**src/rtl/fir3_pkg.sv**
```systemverilog
package fir3_pkg;
  localparam int NTAPS  = 3;
  localparam int ADDR_W = 2;

  // weight select codes on the write port
  typedef enum logic [ADDR_W-1:0] {
    SEL_W0   = 2'd0,
    SEL_W1   = 2'd1,
    SEL_W2   = 2'd2,
    SEL_NONE = 2'd3
  } wsel_e;
endpackage

```
**src/rtl/fir3_wbank.sv**
```systemverilog
module fir3_wbank
  import fir3_pkg::*;
#(
  parameter int CW = 12
) (
  input  logic                  clk,
  input  logic                  rst,
  input  logic                  wr,
  input  logic [ADDR_W-1:0]     addr,
  input  logic [CW-1:0]         data,
  output logic [NTAPS*CW-1:0]   weights
);
  logic [NTAPS-1:0] en;

  // decoder: one enable per weight, gated by the strobe
  always_comb begin
    en = '0;
    for (int i = 0; i < NTAPS; i++) begin
      if (wr && (addr == ADDR_W'(i))) en[i] = 1'b1;
    end
  end

  for (genvar g = 0; g < NTAPS; g++) begin : g_w
    logic [CW-1:0] w_q;
    always_ff @(posedge clk) begin
      if (rst)        w_q <= '0;
      else if (en[g]) w_q <= data;
    end
    assign weights[g*CW +: CW] = w_q;
  end
endmodule

```
**src/rtl/fir3_history.sv**
```systemverilog
module fir3_history
  import fir3_pkg::*;
#(
  parameter int DW = 12
) (
  input  logic                      clk,
  input  logic                      rst,
  input  logic                      shift,
  input  logic [DW-1:0]             din,
  output logic [(NTAPS-1)*DW-1:0]   hist
);
  localparam int DEPTH = NTAPS - 1;

  // stage 0 holds x(n-1), stage k holds x(n-1-k)
  for (genvar g = 0; g < DEPTH; g++) begin : g_st
    logic [DW-1:0] s_q;
    if (g == 0) begin : g_head
      always_ff @(posedge clk) begin
        if (rst)        s_q <= '0;
        else if (shift) s_q <= din;
      end
    end else begin : g_body
      always_ff @(posedge clk) begin
        if (rst)        s_q <= '0;
        else if (shift) s_q <= g_st[g-1].s_q;
      end
    end
    assign hist[g*DW +: DW] = s_q;
  end
endmodule

```
**src/rtl/fir3_mac.sv**
```systemverilog
module fir3_mac
  import fir3_pkg::*;
#(
  parameter int DW = 12,
  parameter int CW = 12,
  parameter int SW = 26
) (
  input  logic [DW-1:0]             cur,
  input  logic [(NTAPS-1)*DW-1:0]   hist,
  input  logic [NTAPS*CW-1:0]       weights,
  output logic [SW-1:0]             sum
);
  logic [SW-1:0] prod [NTAPS];
  logic [SW-1:0] part [NTAPS];

  for (genvar g = 0; g < NTAPS; g++) begin : g_tap
    logic [DW-1:0] xv;
    if (g == 0) begin : g_cur
      assign xv = cur;
    end else begin : g_old
      assign xv = hist[(g-1)*DW +: DW];
    end
    assign prod[g] = SW'(xv) * SW'(weights[g*CW +: CW]);

    // adder chain: running sum through the taps
    if (g == 0) begin : g_first
      assign part[g] = prod[g];
    end else begin : g_add
      assign part[g] = part[g-1] + prod[g];
    end
  end

  assign sum = part[NTAPS-1];
endmodule

```
**src/rtl/fir3_stream.sv**
```systemverilog
module fir3_stream
  import fir3_pkg::*;
#(
  parameter int SAMPLE_W = 12,
  parameter int COEF_W   = 12,
  parameter int SUM_W    = SAMPLE_W + COEF_W + $clog2(NTAPS)
) (
  input  logic                 clk,
  input  logic                 rst,
  input  logic                 s_valid,
  output logic                 s_ready,
  input  logic [SAMPLE_W-1:0]  s_data,
  output logic                 m_valid,
  input  logic                 m_ready,
  output logic [SAMPLE_W-1:0]  m_data,
  output logic [SUM_W-1:0]     m_full,
  input  logic                 coef_wr,
  input  logic [ADDR_W-1:0]    coef_addr,
  input  logic [COEF_W-1:0]    coef_data
);
  logic                         take;
  logic [NTAPS*COEF_W-1:0]      weights;
  logic [(NTAPS-1)*SAMPLE_W-1:0] hist;
  logic [SUM_W-1:0]             sum;
  logic                         ov_q;
  logic [SUM_W-1:0]             full_q;

  assign s_ready = !ov_q || m_ready;
  assign take    = s_valid && s_ready;

  fir3_wbank #(.CW(COEF_W)) u_wbank (
    .clk     (clk),
    .rst     (rst),
    .wr      (coef_wr),
    .addr    (coef_addr),
    .data    (coef_data),
    .weights (weights)
  );

  fir3_history #(.DW(SAMPLE_W)) u_hist (
    .clk   (clk),
    .rst   (rst),
    .shift (take),
    .din   (s_data),
    .hist  (hist)
  );

  fir3_mac #(.DW(SAMPLE_W), .CW(COEF_W), .SW(SUM_W)) u_mac (
    .cur     (s_data),
    .hist    (hist),
    .weights (weights),
    .sum     (sum)
  );

  // output register: loads on acceptance, empties when taken
  always_ff @(posedge clk) begin
    if (rst) begin
      ov_q   <= 1'b0;
      full_q <= '0;
    end else if (take) begin
      ov_q   <= 1'b1;
      full_q <= sum;
    end else if (m_ready) begin
      ov_q   <= 1'b0;
    end
  end

  assign m_valid = ov_q;
  assign m_full  = full_q;
  assign m_data  = full_q[SAMPLE_W-1:0];
endmodule

```
**config.mk**
```make
export PLATFORM = sky130hd
export DESIGN_NAME = fir3_stream
export DESIGN_NICKNAME = d
export VERILOG_FILES = /design/src/rtl/fir3_pkg.sv /design/src/rtl/fir3_wbank.sv /design/src/rtl/fir3_history.sv /design/src/rtl/fir3_mac.sv /design/src/rtl/fir3_stream.sv
export SDC_FILE = /design/constraint.sdc
export NUM_CORES = 1
export LEC_CHECK = 0
export ABC_CLOCK_PERIOD_IN_PS = 12300
export BUFFER_PORTS_ARGS = -buffer_cell sky130_fd_sc_hd__buf_2
export CORE_MARGIN = 4
export CORE_UTILIZATION = 66
export CTS_CLUSTER_SIZE = 40
export DETAILED_ROUTE_END_ITERATION = 8
export PLACE_DENSITY_LB_ADDON = 0.15
export SETUP_SLACK_MARGIN = 0.3
export SLEW_MARGIN = 10
export SYNTH_ARGS = -nofsm -noshare
export SYNTH_HDL_FRONTEND = slang
export SYNTH_SLANG_ARGS = --single-unit
```
**constraint.sdc**
```tcl
create_clock -name clk -period 12.3 [get_ports clk]
set_input_delay 2.46 -clock clk [delete_from_list [all_inputs] [get_ports clk]]
set_output_delay 2.46 -clock clk [all_outputs]
set_load 0.05 [all_outputs]
```
Word-level counts from Yosys, hierarchy flattened

Index checks and enable logic that the tools add are counted.

Add/sub/neg operators: 2
$mul: 3
Eq/ne operators: 2
Muxes and demuxes: 5
Reductions and logical operators: 8

Operators by type and width:

| operator           | number |
|---|---|
| $mul 12x12->24     | 3 |
| $add 26x24->26     | 1 |
| $add 24x24->25     | 1 |
| $mux 1             | 5 |
| $logic_and 1x1->1  | 4 |
| $eq 2x1->1 const B | 1 |
| $eq 2x2->1 const B | 1 |
| $logic_not 2->1    | 1 |
| $reduce_bool 2->1  | 1 |
| $logic_not 1->1    | 1 |
| $logic_or 1x1->1   | 1 |

Register bits: 87
Output and inout bits: 40
Word-level logic and storage cells: 27

Longest topological paths before layout

Word-level depth: 4
Depth in mapped cells: 37

By module

From an unflattened synthesis, not the netlist that was laid out.

Cells, all modules: 2,017
Area total of the unflattened synthesis: 18,624.1 sq um

Modules (own cells, without submodules):

| module       | times used | cells an instance | area an instance (sq um) |
|---|---|---|---|
| fir3_mac     | 1          | 1,671             | 14,921.8 |
| fir3_wbank   | 1          | 133               | 1,475.2 |
| fir3_stream  | 1          | 136               | 1,357.6 |
| fir3_history | 1          | 77                | 869.6 |

Worst setup path after synthesis

No wires, ideal clock.

Path type: input port to flip-flop
Start point: input port s_data[10]
End point: register full_q[25], in the netlist m_full[25]
Setup time: 0.117 ns
Data arrival time: 11.328 ns
Data required time: 12.183 ns
Setup slack: 0.856 ns
Stages on the path: 35
Buffers on the path: 2
Path through: clkbuf_1 > and2_1 > fa_1 > inv_1 > fa_1 > fa_1 > inv_1 > fa_1 > fa_1 > fa_1 > inv_1 > fa_1 > inv_1 > ha_1 > a21o_1 > or3_1 > o21bai_2 > o21ai_1 > xnor2_1 > fa_1 > inv_1 > fa_1 > inv_1 > fa_1 > fa_1 > inv_1 > ha_1 > clkbuf_1 > a21oi_2 > nor2b_1 > a41oi_2 > nand3b_2 > a311oi_2 > xnor2_1 > a22o_1

Longest elaborated chain between the ends: 3

RTL lines:

| element              | line              | source |
|---|---|---|
| from (decl)          | fir3_stream.sv:12 | `input logic [SAMPLE_W-1:0] s_data,` |
| $mul 12x12->24       | fir3_mac.sv:23    | `assign prod[g] = SW'(xv) * SW'(weights[g*CW +: CW]);` |
| $add 24x24->25       | fir3_mac.sv:29    | `assign part[g] = part[g-1] + prod[g];` |
| $add 26x24->26       | fir3_mac.sv:29    |  |
| to (signal assigned) | fir3_stream.sv:62 | `full_q <= sum;` |
| to (decl)            | fir3_stream.sv:26 | `logic [SUM_W-1:0] full_q;` |

Every way passes these cells.
A chain may end at the register's enable or synchronous reset.

Worst setup path after layout

Start point: input port s_data[7]
End point: register full_q[18], in the netlist m_full[18]

The elaborated chain is that of the path after synthesis.

==> results.py <==
metrics = {
    "hold_path": {
        "holdPathStages": 2,
        "hold_end": "m_full[10]$_SDFFE_PP0P_",
        "hp-class": "flop to flop",
        "worstHoldStart": "m_full[10]$_SDFFE_PP0P_",
    },
    "placed_design": {
        "io_buffers": 70,
        "hpwl_um": 34700,
        "gp_congestion": 0.896,
    },
    "final_layout": {
        "drive_gt1_share_pct": 5.16,
        "synthToLayoutAreaGrowth_pct": 3.74,
        "final_nets": 2642,
        "fillers": 2162,
    },
    "grt": {
        "grt_max_degree": 77,
        "grt_use_total_pct": 30.0,
        "antenna_found_initial": 0,
        "first_global_vias": 14691,
        "grt_pass1_wl_um": 73300,
        "grt_overflow": 0,
    },
    "power": {
        "netSwitchingFraction_pct": 43.5,
        "pwr-share-clk_pct": 27.0,
        "power_leakage_nw": 9.71,
        "power_frac_comb_pct": 41.5,
        "seqPwrFrac_pct": 31.6,
        "vdd_drop_max_mv": 0.0703,
        "internal-power_w": 0.000599,
        "power.density_mw_per_mm2": 55.7,
        "p_sw_w": 0.000461,
        "total_power_w": 0.00106,
    },
    "critical_path": {
        "rr_endpoint": "m_full[18]$_SDFFE_PP0P_",
        "worstPathRequired_ns": 12.56,
        "cp-end-kind": "flop",
        "start_kind": "input port",
        "critical_path_class": "input port to flop",
        "path_common_cell": "fa_1",
        "worstPathArrival_ns": 11.78,
        "crit_path_max_incr_delay_ns": 0.58,
        "regToRegSetupSlack_ns": 2.30,
        "path_max_fanout": 13,
        "worstRegToRegCells": 35,
        "rr_startpoint": "u_hist.g_st[0].s_q[5]$_SDFFE_PP0P_",
        "cp_slowest_cell": "fa_1",
    },
    "floorplanning": {
        "num_rows": 60,
        "dieArea_mm2": 0.0305,
        "die_w_um": 175,
        "coreArea_mm2": 0.0271,
        "die_h_um": 175,
        "start_util_pct": 67.6,
        "io_pins": 71,
    },
    "routing": {
        "wl_per_cell_um": 17.4,
        "vias": 13510,
        "drt_wl_total_um": 42500,
        "drt-pass1-iter-count": 5,
        "vias_per_cell": 5.52,
        "ant_nets": 0,
        "drc": 0,
        "drt_iter0_drc": 863,
    },
    "sta": {
        "fin_skew_ns": 0.00951,
        "rsz0062_at_grt": "no",
        "finalHoldViolations": 0,
        "setup-violations-final": 0,
        "fin_crit_ns": 11.52,
        "fmax_ghz": 0.0868,
        "timing.final.crit_share_pct": 93.7,
        "tightest_slew_ns": 1.13,
        "relSlewSlack_pct": 24.5,
        "slew_violations": 0,
        "finalSetupTns_ns": 0,
    },
    "clock_tree": {
        "cts_buffers": 9,
        "htree_levels": 3,
        "cts_tree": "built",
        "clk_pin_slew_ns": 0.08,
        "clock-sinks": 87,
        "postCtsHoldBufs": 0,
        "cts_setup_buffers": 0,
        "cts_buffer_depth": 2,
        "root_buffer": "clkbuf_16",
        "insertion_delay_ns": 0.36,
    },
    "outcome": {
        "outcome": "finished, final reports clean",
    },
    "synthesis": {
        "synth_area_mm2": 0.0183,
        "syn_area_per_cell_um2": 8.74,
        "ys_dominant_reg_cell": "dfxtp_1",
        "synth_cell_types": 59,
        "ys_seq_elements": 87,
        "ys_seq_area_share_pct": 9.51,
        "synth_edf_count": 0,
        "syn_inst": 2097,
        "ys_warn_count": 0,
        "synthArstFlopShare_pct": 0,
        "synth.net_count": 2670,
    },
    "run": {
        "maxCapViolations": 0,
    },
}
[registers in the layout, indices dropped and copies added (netlist names)]
signal,count
m_full,26
u_hist.g_st.s_q,24
u_wbank.g_w.w_q,36
m_valid,1
[cells in the final DEF, fill, tap and decap left out, types with 3 or more instances in the layout]
master	n
fa_1	366
o211ai_1	5
o31ai_1	4
nor2b_1	4
xnor2_1	26
a21oi_1	79
mux2i_1	24
ha_1	175
nor2_1	49
xor2_1	13
nand4_1	3
and2_1	215
a21o_1	14
a211oi_1	7
a31oi_1	6
dfxtp_1	87
buf_2	70
buf_4	5
o21bai_1	10
inv_6	3
o21ai_0	14
a211o_1	3
o21a_1	5
or2_2	4
a22o_1	13
clkbuf_16	9
nand3_1	6
inv_1	478
nand2_1	334
o31a_1	3
[how the worst max path moves through the flow]
stage	cells after the start	start	to	slack (ns)
global placement	33	s_data[9]	m_full[24]$_SDFFE_PP0P_	0.42
detailed placement	34	s_data[10]	m_full[23]$_SDFFE_PP0P_	0.29
finish	35	s_data[7]	m_full[18]$_SDFFE_PP0P_	0.78
floorplan	35	s_data[10]	m_full[25]$_SDFFE_PP0P_	0.86
CTS	34	s_data[10]	m_full[23]$_SDFFE_PP0P_	0.67
global route	34	s_data[6]	m_full[23]$_SDFFE_PP0P_	0.37
[critical path: cells and delay by family]
family	cells	cell delay (ns)
fa+ha+maj	13	6.16
xor+xnor	2	0.32
buf+inv	8	0.62
compound gates	8	1.88
simple gates	4	0.34
[synthesized netlist by cell type (2+ instances only)]
| cell | number | area share, % |
|---|---|---|
| inv_1 | 478 | 9.8 |
| fa_1 | 366 | 40 |
| nand2_1 | 334 | 6.8 |
| and2_1 | 215 | 7.3 |
| ha_1 | 176 | 12 |
| clkbuf_1 | 96 | 2.0 |
| dfxtp_1 | 87 | 9.5 |
| a21oi_1 | 79 | 2.2 |
| nor2_1 | 49 | 1.0 |
| xnor2_1 | 26 | 1.2 |
| mux2i_1 | 24 | 1.3 |
| a21o_1 | 14 | 0.57 |
| o21ai_0 | 14 | 0.38 |
| a22o_1 | 13 | 0.62 |
| xor2_1 | 13 | 0.62 |
| buf_4 | 12 | 0.49 |
| o21bai_1 | 10 | 0.41 |
| a211oi_1 | 7 | 0.29 |
| a31oi_1 | 6 | 0.20 |
| nand3_1 | 6 | 0.16 |
| o211ai_1 | 5 | 0.20 |
| o21a_1 | 5 | 0.20 |
| buf_1 | 4 | 0.082 |
| nor2b_1 | 4 | 0.14 |
| o31ai_1 | 4 | 0.16 |
| or2_2 | 4 | 0.14 |
| a211o_1 | 3 | 0.14 |
| nand4_1 | 3 | 0.10 |
| o31a_1 | 3 | 0.14 |
| and4_1 | 2 | 0.096 |
| buf_2 | 2 | 0.055 |
| nand2b_1 | 2 | 0.068 |
| nor3_1 | 2 | 0.055 |
| o21ai_1 | 2 | 0.055 |
| o22ai_1 | 2 | 0.068 |
| or3_1 | 2 | 0.068 |
[metal layers]
layer  GRT usage [%]  part of all wire [%]  vias to the layer above
met3            4.07                   6.2                      122
met4            10.8                   4.2                        0
li1                -                     -                     6149
met5               0                     0                        -
met1            39.6                    41                     6790
met2            51.4                    49                      449
[final cells by class]
type / count / area [µm²] / share of cell area [%]
inverters: 478 / 1790 / 9.44
repair buffers: 75 / 388 / 2.04
flip-flops and latches: 87 / 1740 / 9.16
well taps: 372 / 465 / 2.45
clock inverters: 7 / 62.6 / 0.329
diodes: 2 / 5.00 / 0.0263
multi-input cells: 1418 / 14300 / 75.4
clock buffers: 9 / 225 / 1.19
[per-stage QoR]
stage                     std cells  utilization [%]  hold slack (ns)  instance area [µm²]  setup slack (ns)
after floorplan                2097                -            0.452                18300             0.856
after global placement         2430             69.0            0.437                18700             0.424
after detailed placement       2430             69.0            0.452                18700             0.291
after CTS                      2446             70.1            0.461                19000             0.673
after global routing           2446             70.1            0.490                19000             0.370
final                          2448             70.1            0.458                19000             0.778
[power groups by stage]
stage | logic (W) | clock network [W] | registers [W]
final | 0.000439 | 0.000286 | 0.000335
after global routing | 0.000501 | 0.000301 | 0.000338
after CTS | 0.000442 | 0.000291 | 0.000333
after detailed placement | 0.000440 | 0 | 0.000340
after global placement | 0.000427 | 0 | 0.000339
after floorplan | 0.000324 | 0 | 0.000338
[logic make-up after synthesis]
group,Yosys count,share of synthesized area [%]
XOR/XNOR,39,1.86
flip-flops,87,9.51
adder cells (fa/ha/maj),542,52.0
AO/OA/AOI/OAI,185,6.67
buffers and inverters,592,12.4
AND/OR/NAND/NOR,628,16.2
multiplexers,24,1.31
[what timing repair did]
| action | 4_1_cts | 5_1_grt |
|---|---|---|
| setup endpoints to repair | 0 | 4 |
| resized for setup | 0 | 2 |
| endpoints found under the hold margin | 0 | 0 |
Power figures use the tool's default switching activity.
